**src/rtl/mdsb_pkg.sv**
```systemverilog
package mdsb_pkg;
    localparam int unsigned DEF_HALF_W = 9;

    typedef enum logic {
        BUS_READ  = 1'b0,
        BUS_WRITE = 1'b1
    } bus_dir_e;
endpackage

```
**src/rtl/mdsb_strobe_latch.sv**
```systemverilog
module mdsb_strobe_latch #(
    parameter int unsigned W = 9
) (
    input  logic         clk,
    input  logic         rst_n,
    input  logic         stb_n,
    input  logic [W-1:0] bus,
    output logic         fell,
    output logic [W-1:0] val
);
    typedef struct packed {
        logic         stb_prev;
        logic [W-1:0] val;
    } lat_t;

    lat_t s_d, s_q;

    always_comb begin
        s_d          = s_q;
        s_d.stb_prev = stb_n;
        fell         = s_q.stb_prev & ~stb_n;
        if (fell) begin
            s_d.val = bus;
        end
    end

    always_ff @(posedge clk or negedge rst_n) begin
        if (!rst_n) begin
            s_q.stb_prev <= 1'b1;
            s_q.val      <= '0;
        end else begin
            s_q <= s_d;
        end
    end

    assign val = s_q.val;


    hold_without_fall_chk: assert property (@(posedge clk) disable iff (!rst_n)
        !fell |=> $stable(val));
endmodule

```
**src/rtl/mdsb_lane_decode.sv**
```systemverilog
module mdsb_lane_decode
    import mdsb_pkg::*;
(
    input  logic clk,
    input  logic rst_n,
    input  logic wr_lo_n,
    input  logic wr_hi_n,
    input  logic col_stb_n,
    output logic we_n,
    output logic oe_n,
    output logic lb_n,
    output logic ub_n
);
    bus_dir_e dir;

    always_comb begin
        dir  = (wr_lo_n & wr_hi_n) ? BUS_READ : BUS_WRITE;
        we_n = (dir == BUS_READ);
        oe_n = ~we_n;
        if (dir == BUS_WRITE) begin
            lb_n = wr_lo_n;
            ub_n = wr_hi_n;
        end else begin
            lb_n = col_stb_n;
            ub_n = ~col_stb_n;
        end
    end


    any_write_strobe_chk: assert property (@(posedge clk) disable iff (!rst_n)
        (!wr_lo_n || !wr_hi_n) |-> !we_n);

    oe_we_exclusive_chk: assert property (@(posedge clk) disable iff (!rst_n)
        !(!oe_n && !we_n));

    write_lane_follow_chk: assert property (@(posedge clk) disable iff (!rst_n)
        !we_n |-> (lb_n == wr_lo_n) && (ub_n == wr_hi_n));

    read_one_lane_chk: assert property (@(posedge clk) disable iff (!rst_n)
        we_n |-> ($countones({lb_n, ub_n}) == 1) && (lb_n == col_stb_n));
endmodule

```
**src/rtl/mdsb_bridge.sv**
```systemverilog
module mdsb_bridge #(
    parameter int unsigned HALF_W = mdsb_pkg::DEF_HALF_W,
    localparam int unsigned ADDR_W = 2 * HALF_W
) (
    input  logic              clk,
    input  logic              rst_n,
    input  logic              row_stb_n,
    input  logic              col_stb_n,
    input  logic [HALF_W-1:0] mux_addr,
    input  logic              wr_lo_n,
    input  logic              wr_hi_n,
    output logic [ADDR_W-1:0] sram_addr,
    output logic              sram_we_n,
    output logic              sram_oe_n,
    output logic              sram_lb_n,
    output logic              sram_ub_n
);
    logic [1:0]             stb_n_vec;
    logic [1:0]             fell;
    logic [1:0][HALF_W-1:0] half_q;

    // index 1 = row (upper half), index 0 = column (lower half)
    assign stb_n_vec = {row_stb_n, col_stb_n};

    for (genvar g = 0; g < 2; g++) begin : g_half
        mdsb_strobe_latch #(.W(HALF_W)) i_lat (
            .clk   (clk),
            .rst_n (rst_n),
            .stb_n (stb_n_vec[g]),
            .bus   (mux_addr),
            .fell  (fell[g]),
            .val   (half_q[g])
        );
    end

    assign sram_addr = half_q;

    mdsb_lane_decode i_dec (
        .clk       (clk),
        .rst_n     (rst_n),
        .wr_lo_n   (wr_lo_n),
        .wr_hi_n   (wr_hi_n),
        .col_stb_n (col_stb_n),
        .we_n      (sram_we_n),
        .oe_n      (sram_oe_n),
        .lb_n      (sram_lb_n),
        .ub_n      (sram_ub_n)
    );


    row_capture_chk: assert property (@(posedge clk) disable iff (!rst_n)
        fell[1] |=> sram_addr[ADDR_W-1:HALF_W] == $past(mux_addr));

    col_capture_chk: assert property (@(posedge clk) disable iff (!rst_n)
        fell[0] |=> sram_addr[HALF_W-1:0] == $past(mux_addr));

    reset_clear_chk: assert property (@(posedge clk)
        !rst_n |=> (sram_addr == '0) || rst_n);
endmodule

```
**config.mk**
```make
export PLATFORM = sky130hd
export DESIGN_NAME = mdsb_bridge
export DESIGN_NICKNAME = d
export VERILOG_FILES = /design/src/rtl/mdsb_pkg.sv /design/src/rtl/mdsb_strobe_latch.sv /design/src/rtl/mdsb_lane_decode.sv /design/src/rtl/mdsb_bridge.sv
export SDC_FILE = /design/constraint.sdc
export NUM_CORES = 1
export LEC_CHECK = 0
export ABC_CLOCK_PERIOD_IN_PS = 1300
export BUFFER_PORTS_ARGS = -buffer_cell sky130_fd_sc_hd__buf_4
export CORE_UTILIZATION = 30
export DETAILED_ROUTE_END_ITERATION = 7
export PLACE_DENSITY = 0.58
export SYNTH_ARGS = -nofsm -noshare
export SYNTH_HDL_FRONTEND = slang
export SYNTH_SLANG_ARGS = --single-unit
export TNS_END_PERCENT = 100
```
**constraint.sdc**
```tcl
create_clock -name clk -period 1.3 [get_ports clk]
set_input_delay 0.13 -clock clk [delete_from_list [all_inputs] [get_ports clk]]
set_output_delay 0.13 -clock clk [all_outputs]
set_load 0.01 [all_outputs]
```
==> metrics.md, run 1 <==
| Metric | Value |
|---|---|
| GP Congestion | 0.668 |
| First-pass GRT wire length | 2520 um |
| Outcome | finished, final reports clean |
| Number of synthesized flops with an enable pin | 0 |
| Combinational share of power | 0.234 |
| Critical Path Start | g_half[1].i_lat.s_q[9] |
| Cell row count | 20 |
| I/O Buffers | 36 |
| Cells after synthesis | 65 |
| CP cell instances | nor2b_4 -> buf_4 -> mux2_2 |
| Die height | 58.2 um |
| Ant. Diodes | 0 |
| Ys flop type | dfrtp_1 |
| Startpoint class of the critical path | register |
| WP data arrival | 1430 ps |
| WL/cell | 11.2 um |
| Fillers | 293 |
| DR pass1 iterations | 2 |
| YS warnings | 0 |
| Sum Neg Setup Slack | 0 ps |
| Pin count of the biggest net entering global routing | 21 |
| Max clock buf depth | 2 |
| DRC | 0 |
| Place WS | 19.7 ps |
| Final hold viol count | 0 |
| Fin area | 1220 um2 |
| RSZ-0062 raised after global routing | no |
| Detailed Route Iter0 Violations | 2 |
| Cell depth of the worst flop-to-flop path | 3 |
| Die width | 58.2 um |
| CP Capture Type | register |
| Crit path largest cell delay | 540 ps |
| Synth top cells by count | buf_4 (18), dfrtp_1 (18), mux2_2 (9), mux2_4 (9) |
| Hold Crit Endpoint | g_half[0].i_lat.val[3] |
| Via density per instance | 4.04 |
| Final min period | 1240 ps |
| Clock sink count | 20 |
| P_leak | 0.604 nW |
| GRT Total Usage | 0.101 |
| Final setup violation count | 0 |
| Post-Route WL | 1510 um |
| Pint | 1.27 mW |
| Util after Layout | 0.404 |
| Sequential power share | 0.462 |
| Vias in the first global route | 544 |
| Crit path depth | 3 |
| Pwr Density | 1340 nW/um2 |
| Clk pwr share | 0.304 |
| Clock transition at path regs | 110 ps |
| Share of layout cells above drive strength 1 | 0.711 |
| DP HPWL | 1140 um |
| Synth cell types | 11 |
| PnR Total Power | 1.64 mW |
| Worst setup margin | 57.3 ps |
| Sw Ratio | 0.227 |
| Yosys top cell by area | dfrtp_1 |
| FF-to-FF End | g_half[1].i_lat.val[1] |
| Nets | 106 |
| Final Max Slew Viols | 0 |
| Worst-Margin Slew | 257 ps |
| Clock Root Buffer | clkbuf_4 |
| Total placed cells including tap cells | 127 |
| Fmax achieved | 805 MHz |
| Netlist Area Pre-Place | 946 um2 |
| Critical path's slowest cell | dfstp_2 |
| Initial Util | 0.312 |
| Core ar. | 3030 um2 |
| Vias | 541 |
| Async SR Flop Fraction | 1.00 |
| Worst Clk Skew | 3.66 ps |
| Hold Path Cell Cnt | 2 |
| Hold Path Class | input pin to register |
| Die area | 3380 um2 |
| Max-cap viol count | 0 |
| Crit path required time | 1490 ps |
| Synthesized area per cell | 14.6 um2 |
| Delay-heaviest family, CP | flip-flops |
| Placed cell areas | 1130 um2 |
| Headroom to the max-slew limit | 0.829 |
| Worst hold slack | 67.8 ps |
| CTS HTree Levels | 1 |
| Area contributors post-synth | dfrtp_1 (48%), buf_4 (14%), mux2_4 (14%) |
| FF-to-FF Start | g_half[1].i_lat.s_q[9] |
| R2R Setup Slk | 60 ps |
| Peak VDD IR | 0.361 mV |
| Worst-Skew Late Latency | 290 ps |
| Number of buffers and inverters on the critical path | 1 |
| CTS tree | yes |
| Final period util | 0.956 |
| Area delta synth->final | 29.2% |
| Hold path startpoint | mux_addr[3] |
| Syn nets | 80 |
| IO Pins | 37 |
| Non-filler cells, final | 134 |
| Flops & latches, synth | 20 |
| Sw power | 0.372 mW |
| Gr ovfl total | 0 |
| Top cell type's share of synthesized area | 0.476 |
| Initial antenna violation count | 0 |
| Max FO, Critical Path | 3 |
| Worst Path Class, Setup | register to register |
| Number of buffers created by CTS | 3 |
| Register area share after synthesis | 0.532 |
| Antenna viol nets, final | 0 |
## cell type report
class	count	area, um2	share of cell area
Clock inverter	1	30.0	0.0246
Sequential cell	20	503	0.411
Multi-Input combinational cell	23	285	0.233
Tap cell	44	55.1	0.0450
Inverter	2	7.51	0.00614
Clock buffer	3	22.5	0.0184
Timing Repair Buffer	41	319	0.261
## per-layer routing
metal  vias to the layer above  wire length, um  GRT usage
met5                         -                0          0
met4                         0               11     0.0510
met3                         2               98     0.0313
met2                        26              679      0.158
met1                       266              715      0.126
li1                        247                -          -
## worst reg2reg max path, delay by kind of cell, from the launching register on
family	cells	cell delay (ps)
buf+inv	1	140
simple gates	1	140
flops	1	540
mux	1	320
## kinds of logic (layout without fill, tap and decap cells)
logic type / count (synthesis) / count (layout) / synth area share
compound gates: 2 / 2 / 0.0159
buf+inv: 22 / 47 / 0.175
flops: 20 / 20 / 0.532
mux: 18 / 18 / 0.250
simple gates: 3 / 3 / 0.0278
## power groups by stage
stage / sequential (mW) / combinational [mW] / clock (mW)
after floorplan: 0.755 / 0.298 / 0
after global placement: 0.768 / 0.372 / 0
after detailed placement: 0.769 / 0.377 / 0
after CTS: 0.757 / 0.386 / 0.523
after global routing: 0.768 / 0.410 / 0.553
final: 0.756 / 0.383 / 0.498
## state kept, by name (all words and copies together) (netlist names)
name              count
g_half.i_lat.val     18
g_half.i_lat.s_q      2
## what timing repair did
action                                  CTS  global route
resized for setup                         1             3
hold buffers                              3             0
endpoints found under the hold margin    22             0
pin swaps                                 0             0
setup buffers                             0             0
endpoints found under the setup margin    1            10
## layout by cell type, fill, tap and decap left out
master / synthesis / final
buf_6: 2 / 1
mux2_4: 9 / 9
mux2_2: 9 / 9
buf_4: 18 / 37
nand2b_4: 1 / 1
and2_1: 1 / 1
clkbuf_4: 0 / 3
inv_1: 2 / 2
dlygate4sd3_1: 0 / 3
dfrtp_1: 18 / 18
a21boi_0: 2 / 1
a21boi_1: 0 / 1
nor2b_4: 0 / 1
dfstp_2: 2 / 2
bufinv_16: 0 / 1
## worst max-delay path by stage
stage / to
floorplan: g_half[1].i_lat.val[0]
global placement: g_half[1].i_lat.val[3]
detailed placement: g_half[1].i_lat.val[2]
CTS: g_half[1].i_lat.val[2]
global route: g_half[1].i_lat.val[6]
finish: g_half[1].i_lat.val[1]
(Power assumes the default switching activity.)
==> run 2: changes to the inputs <==
- CORE_MARGIN: unset -> 5
==> metrics.md, run 2 (same netlist as run 1, synthesis figures left out) <==
| Metric | Value |
|---|---|
| Gr ovfl total | 0 (unchanged) |
| Final hold viol count | 0 (unchanged) |
| Sw Ratio | 0.231 (was 0.227) |
| Clock sink count | 20 (unchanged) |
| DRC | 0 (unchanged) |
| Final setup violation count | 0 (unchanged) |
| CTS tree | yes (unchanged) |
| Cell depth of the worst flop-to-flop path | 3 (unchanged) |
| Clock transition at path regs | 120 ps (was 110 ps) |
| Number of buffers created by CTS | 3 (unchanged) |
| Critical Path Start | g_half[1].i_lat.s_q[9] (unchanged) |
| FF-to-FF End | g_half[1].i_lat.val[6] (was g_half[1].i_lat.val[1]) |
| Most common cell after layout, fill and taps aside | buf_4 (unchanged) |
| Hold Path Cell Cnt | 2 (unchanged) |
| Critical path's slowest cell | dfstp_2 (unchanged) |
| Worst Clk Skew | 12.0 ps (was 3.66 ps) |
| Commonest non-fill, non-tap cells in the layout | buf_4 (37), dfrtp_1 (18), mux2_2 (9), mux2_4 (9) (unchanged) |
| Util after Layout | 0.404 (unchanged) |
| Vias in the first global route | 565 (was 544) |
| Clock Root Buffer | clkbuf_4 (unchanged) |
| GRT Total Usage | 0.0786 (was 0.101) |
| Die area | 4380 um2 (was 3380 um2) |
| P_leak | 0.604 nW (unchanged) |
| Worst Setup EP | g_half[1].i_lat.val[6] (was g_half[1].i_lat.val[1]) |
| DR pass1 iterations | 2 (unchanged) |
| CP cell instances | nor2b_4 -> buf_4 -> mux2_2 (unchanged) |
| Worst-Margin Slew | 268 ps (was 257 ps) |
| Worst-Skew Late Latency | 300 ps (was 290 ps) |
| WP data arrival | 1440 ps (was 1430 ps) |
| Combinational share of power | 0.234 (about the same) |
| WL/cell | 12.4 um (was 11.2 um) |
| Startpoint class of the critical path | register (unchanged) |
| CTS HTree Levels | 1 (unchanged) |
| Peak VDD IR | 0.516 mV (was 0.361 mV) |
| Sw power | 0.381 mW (was 0.372 mW) |
| Outcome | finished, final reports clean (unchanged) |
| Vias | 541 (unchanged) |
| Fmax achieved | 800 MHz (was 805 MHz) |
| Cell row count | 20 (unchanged) |
| R2R Setup Slk | 50 ps (was 60 ps) |
| Hold Path Class | input pin to register (unchanged) |
| Max FO, Critical Path | 3 (unchanged) |
| Initial Util | 0.312 (unchanged) |
| GP Congestion | 0.657 (was 0.668) |
| Clk pwr share | 0.307 (was 0.304) |
| Pwr Density | 1350 nW/um2 (was 1340 nW/um2) |
| Via density per instance | 4.04 (unchanged) |
| Ant. Diodes | 0 (unchanged) |
| Core ar. | 3030 um2 (unchanged) |
| Max-cap viol count | 0 (unchanged) |
| Worst Path Class, Setup | register to register (unchanged) |
| Pin count of the biggest net entering global routing | 21 (unchanged) |
| I/O Buffers | 36 (unchanged) |
| Die height | 66.2 um (was 58.2 um) |
| Worst hold slack | 53.3 ps (was 67.8 ps) |
| Crit path required time | 1490 ps (about the same) |
| Nets | 106 (unchanged) |
| Share of layout cells above drive strength 1 | 0.711 (unchanged) |
| Die width | 66.2 um (was 58.2 um) |
| Final Max Slew Viols | 0 (unchanged) |
| Pint | 1.27 mW (about the same) |
| DP HPWL | 1260 um (was 1140 um) |
| IO Pins | 37 (unchanged) |
| Largest register FFs | 18 (unchanged) |
| Sum Neg Setup Slack | 0 ps (unchanged) |
| Detailed Route Iter0 Violations | 15 (was 2) |
| Area delta synth->final | 29.2% (unchanged) |
| Max clock buf depth | 2 (unchanged) |
| Post-Route WL | 1670 um (was 1510 um) |
| Biggest regs | g_half.i_lat.val: 18 flops, g_half.i_lat.s_q: 2 flops (unchanged) |
| FF-to-FF Start | g_half[1].i_lat.s_q[9] (unchanged) |
| Antenna viol nets, final | 0 (unchanged) |
| Sequential power share | 0.458 (was 0.462) |
| CP Capture Type | register (unchanged) |
| Most flops, register | g_half.i_lat.val (unchanged) |
| First-pass GRT wire length | 2550 um (was 2520 um) |
| Initial antenna violation count | 0 (unchanged) |
| Final min period | 1250 ps (was 1240 ps) |
| Crit path largest cell delay | 540 ps (about the same) |
| RSZ-0062 raised after global routing | no (unchanged) |
| Final period util | 0.962 (was 0.956) |
| Headroom to the max-slew limit | 0.822 (was 0.829) |
[run 2: cell counts in the layout (fill, tap and decap cells not counted)]
Identical to the previous run, type by type.
[run 2: worst min path at each step]
stage,slack [ps],start,end
2_1_floorplan,-170,rst_n,g_half[0].i_lat.val[0]
3_3_place_gp,20,rst_n,g_half[0].i_lat.val[7]
3_5_place_dp,30,rst_n,g_half[0].i_lat.val[7]
4_1_cts,40,mux_addr[4],g_half[0].i_lat.val[4]
5_1_grt,30,mux_addr[7],g_half[0].i_lat.val[7]
6_report,50,mux_addr[4],g_half[0].i_lat.val[4]
[run 2: layout make-up]
class                           instances  area [um2]
Sequential cell                        20         503
Timing Repair Buffer                   41         319
Clock inverter                          1        30.0
Tap cell                               44        55.1
Inverter                                2        7.51
Fill cell                             294        1810
Multi-Input combinational cell         23         285
Clock buffer                            3        22.5
[run 2: critical path: cells and delay by family, from the launching register on]
| family | cells | cell delay, ps |
|---|---|---|
| DFF | 1 | 540 |
| muxes | 1 | 320 |
| and+or+nand+nor | 1 | 140 |
| buffers and inverters | 1 | 140 |
[run 2: timing repair]
item | CTS | global route
setup endpoints to repair | 2 | 5
setup buffers | 0 | 0
pin swaps | 0 | 0
gates resized for setup | 1 | 3
hold buffers | 3 | 0
hold endpoints to repair | 22 | 0
[run 2: routing by layer]
layer,vias up,part of all wire,track usage,wire length (um)
met2,20,0.51,0.134,844
met1,273,0.41,0.0862,685
met3,4,0.071,0.0289,118
met5,-,0,0,0
li1,244,-,-,-
met4,0,0.011,0.0355,18
[run 2: power groups by stage]
stage               registers, mW  logic (mW)  clock network, mW
finish                      0.755       0.385              0.506
global route                0.767       0.414              0.552
CTS                         0.757       0.391              0.528
detailed placement          0.768       0.382                  0
global placement            0.768       0.377                  0
floorplan                   0.755       0.298                  0
[run 2: per-stage QoR]
stage	worst slack, ps	area [um2]	cells	power (mW)
6_report	49.2	1220	134	1.65
5_1_grt	8.80	1220	134	1.73
4_1_cts	13.0	1210	134	1.68
3_5_place_dp	21.1	1130	127	1.15
3_3_place_gp	45.4	1130	127	1.14
2_1_floorplan	82.4	946	65	1.05
==> run 3: changes to the inputs <==
- ABC_AREA: unset -> 1
- PLACE_DENSITY: 0.58 -> 0.57
==> metrics.md, run 3 <==
| Metric | Value |
|---|---|
| Peak VDD IR | 0.284 mV (was 0.516 mV) |
| Synth Area in XOR/XNOR | 0 (unchanged) |
| Antenna viol nets, final | 0 (unchanged) |
| IO Pins | 37 (unchanged) |
| DR pass1 iterations | 2 (unchanged) |
| GP Congestion | 0.739 (was 0.657) |
| Pin count of the biggest net entering global routing | 21 (unchanged) |
| Vias in the first global route | 735 (was 565) |
| Final period util | 0.793 (was 0.962) |
| Cell depth of the worst flop-to-flop path | 3 (unchanged) |
| Biggest regs | g_half.i_lat.val: 18 flops, g_half.i_lat.s_q: 2 flops (unchanged) |
| Headroom to the max-slew limit | 0.829 (was 0.822) |
| Final min period | 1030 ps (was 1250 ps) |
| Post-Route WL | 2070 um (was 1670 um) |
| P_leak | 0.643 nW (was 0.604 nW) |
| Area delta synth->final | 22.3% (was 29.2%) |
| Critical Path Start | g_half[1].i_lat.s_q[9] (unchanged) |
| R2R Setup Slk | 270 ps (was 50 ps) |
| Via density per instance | 4.16 (was 4.04) |
| WP data arrival | 1220 ps (was 1440 ps) |
| YS warnings | 0 (unchanged) |
| RSZ-0062 raised after global routing | no (unchanged) |
| DRC | 0 (unchanged) |
| Worst-Margin Slew | 256 ps (was 268 ps) |
| Share of layout cells above drive strength 1 | 0.520 (was 0.711) |
| Netlist Area Pre-Place | 1010 um2 (was 946 um2) |
| Die height | 68.0 um (was 66.2 um) |
| Final hold viol count | 0 (unchanged) |
| DP HPWL | 1600 um (was 1260 um) |
| FF-to-FF End | g_half[1].i_lat.val[7] (was g_half[1].i_lat.val[6]) |
| Crit path required time | 1490 ps (about the same) |
| Clock Root Buffer | clkbuf_4 (unchanged) |
| Clock transition at path regs | 120 ps (about the same) |
| Yosys top cell by area | dfrtp_1 (unchanged) |
| Largest register FFs | 18 (unchanged) |
| Fillers | 340 (was 294) |
| Detailed Route Iter0 Violations | 43 (was 15) |
| GRT Total Usage | 0.0928 (was 0.0786) |
| Flops & latches, synth | 20 (unchanged) |
| Top cell type's share of synthesized area | 0.446 (was 0.476) |
| Max FO, Critical Path | 10 (was 3) |
| First-pass GRT wire length | 3280 um (was 2550 um) |
| Compound-Gate Fraction of Synth Area | 0.0186 (was 0.0159) |
| Die area | 4630 um2 (was 4380 um2) |
| Most common cell after layout, fill and taps aside | buf_4 (unchanged) |
| Final Max Slew Viols | 0 (unchanged) |
| Worst-Skew Late Latency | 290 ps (was 300 ps) |
| Fmax achieved | 970 MHz (was 800 MHz) |
| Post-synthesis mux area share | 0 (was 0.250) |
| Area contributors post-synth | dfrtp_1 (45%), buf_4 (13%), nand2_2 (11%) (was dfrtp_1 (48%), buf_4 (14%), mux2_4 (14%)) |
| Cell row count | 21 (was 20) |
| CP Capture Type | register (unchanged) |
| Pwr Density | 1170 nW/um2 (was 1350 nW/um2) |
| Clock sink count | 20 (unchanged) |
| CTS tree | yes (unchanged) |
| Cells after synthesis | 103 (was 65) |
| Number of buffers created by CTS | 3 (unchanged) |
| Vias | 711 (was 541) |
| Worst Clk Skew | 8.50 ps (was 12.0 ps) |
| Startpoint class of the critical path | register (unchanged) |
| Synth Area in Adders | 0 (unchanged) |
| Async SR Flop Fraction | 1.00 (unchanged) |
| Outcome | finished, final reports clean (unchanged) |
| Initial Util | 0.307 (was 0.312) |
| FF-to-FF Start | g_half[1].i_lat.s_q[9] (unchanged) |
| Synth cell types | 14 (was 11) |
| Gr ovfl total | 0 (unchanged) |
| Commonest non-fill, non-tap cells in the layout | buf_4 (36), nand2_1 (19), nand2_2 (18), nand3_1 (18), dfrtp_1 (18) (was buf_4 (37), dfrtp_1 (18), mux2_2 (9), mux2_4 (9)) |
| Register area share after synthesis | 0.498 (was 0.532) |
| Total placed cells including tap cells | 164 (was 127) |
| Worst Setup EP | g_half[1].i_lat.val[7] (was g_half[1].i_lat.val[6]) |
| Synth top cells by count | nand2_1 (19), buf_4 (18), dfrtp_1 (18), nand2_2 (18), nand3_1 (18) (was buf_4 (18), dfrtp_1 (18), mux2_2 (9), mux2_4 (9)) |
| Worst Path Class, Setup | register to register (unchanged) |
| Simple-gate portion of the synthesized area | 0.302 (was 0.0278) |
| Util after Layout | 0.376 (was 0.404) |
| Count leader, synth | nand2_1 |
| Max clock buf depth | 2 (unchanged) |
| Syn nets | 118 (was 80) |
| I/O Buffers | 36 (unchanged) |
| Final setup violation count | 0 (unchanged) |
| WL/cell | 12.1 um (was 12.4 um) |
| CTS HTree Levels | 1 (unchanged) |
| Most flops, register | g_half.i_lat.val (unchanged) |
| Hold Path Class | input pin to register (unchanged) |
| Synthesized area per cell | 9.80 um2 (was 14.6 um2) |
| Nets | 141 (was 106) |
| Ys flop type | dfrtp_1 (unchanged) |
| Ant. Diodes | 0 (unchanged) |
| Max-cap viol count | 0 (unchanged) |
| Largest family of logic cells by synthesized area | simple AND/OR/NAND/NOR gates (was multiplexers) |
| Initial antenna violation count | 0 (unchanged) |
| Hold Path Cell Cnt | 3 (was 2) |
| Sum Neg Setup Slack | 0 ps (unchanged) |
| Core ar. | 3280 um2 (was 3030 um2) |
| Die width | 68.0 um (was 66.2 um) |
| Number of synthesized flops with an enable pin | 0 (unchanged) |
| Non-filler cells, final | 171 (was 134) |
==> run 3: changes by cell type in the layout (fill, tap and decap cells not counted), sizes merged <==
cell	delta
nor2b	-1
nand3	+18
bufinv	-1
nand2b	-1
mux2	-18
nand2	+39
clkbuf	+1
and2	-1
inv	+1
buf	-2
==> run 3: cell families after synthesis <==
logic type | count (synthesis)
AO/OA/AOI/OAI | 2
buffers and inverters | 24
flip-flops | 20
AND/OR/NAND/NOR | 57
==> run 3: worst max-delay path: stages, from the launching register on <==
cell and delay, ps:
dfstp_2 690, nand2_8 120, nand2_2 80, nand2_2 40
==> run 3: worst min path at each step <==
| stage | start | end | slack, ps |
|---|---|---|---|
| 6_report | mux_addr[0] | g_half[0].i_lat.val[0] | 70 |
| 5_1_grt | mux_addr[0] | g_half[0].i_lat.val[0] | 70 |
| 4_1_cts | mux_addr[0] | g_half[0].i_lat.val[0] | 70 |
| 3_5_place_dp | rst_n | g_half[1].i_lat.val[3] | 30 |
| 3_3_place_gp | rst_n | g_half[1].i_lat.val[3] | 20 |
| 2_1_floorplan | rst_n | g_half[0].i_lat.val[0] | -170 |
==> run 3: metrics by stage <==
step                setup WS (ps)  power, mW  hold WS, ps  instance area, um2
finish                        269       1.45         67.4                1230
global route                  215       1.54         67.4                1230
CTS                           283       1.47         66.0                1230
detailed placement            300       1.11         26.6                1170
global placement              320       1.10         20.0                1170
floorplan                     369       1.01         -166                1010
==> run 3: cell type report <==
type / count / area, um2 / share of cell area
Sequential cell: 20 / 503 / 0.407
Multi-Input combinational cell: 59 / 324 / 0.262
Timing Repair Buffer: 39 / 300 / 0.243
Tap cell: 46 / 57.6 / 0.0466
Clock buffer: 4 / 36.3 / 0.0294
Inverter: 3 / 13.8 / 0.0111
==> run 3: metal layers <==
metal / vias up / global-route usage / share of wire
met4: 0 / 0.0298 / 0.0092
met2: 17 / 0.155 / 0.50
li1: 352 / - / -
met3: 2 / 0.0197 / 0.067
met5: - / 0 / 0
met1: 340 / 0.119 / 0.42
==> run 3: report_power, final <==
part	total [mW]	internal [mW]	switching, mW
registers	0.755	0.698	0.0570
logic	0.339	0.176	0.163
clock network	0.353	0.170	0.183
total	1.45	1.04	0.403
==> run 3: timing repair <==
action                                 4_1_cts  5_1_grt
hold buffers                                 3        0
gates resized for setup                      0        0
endpoints found under the hold margin       22        0
setup buffers                                0        0
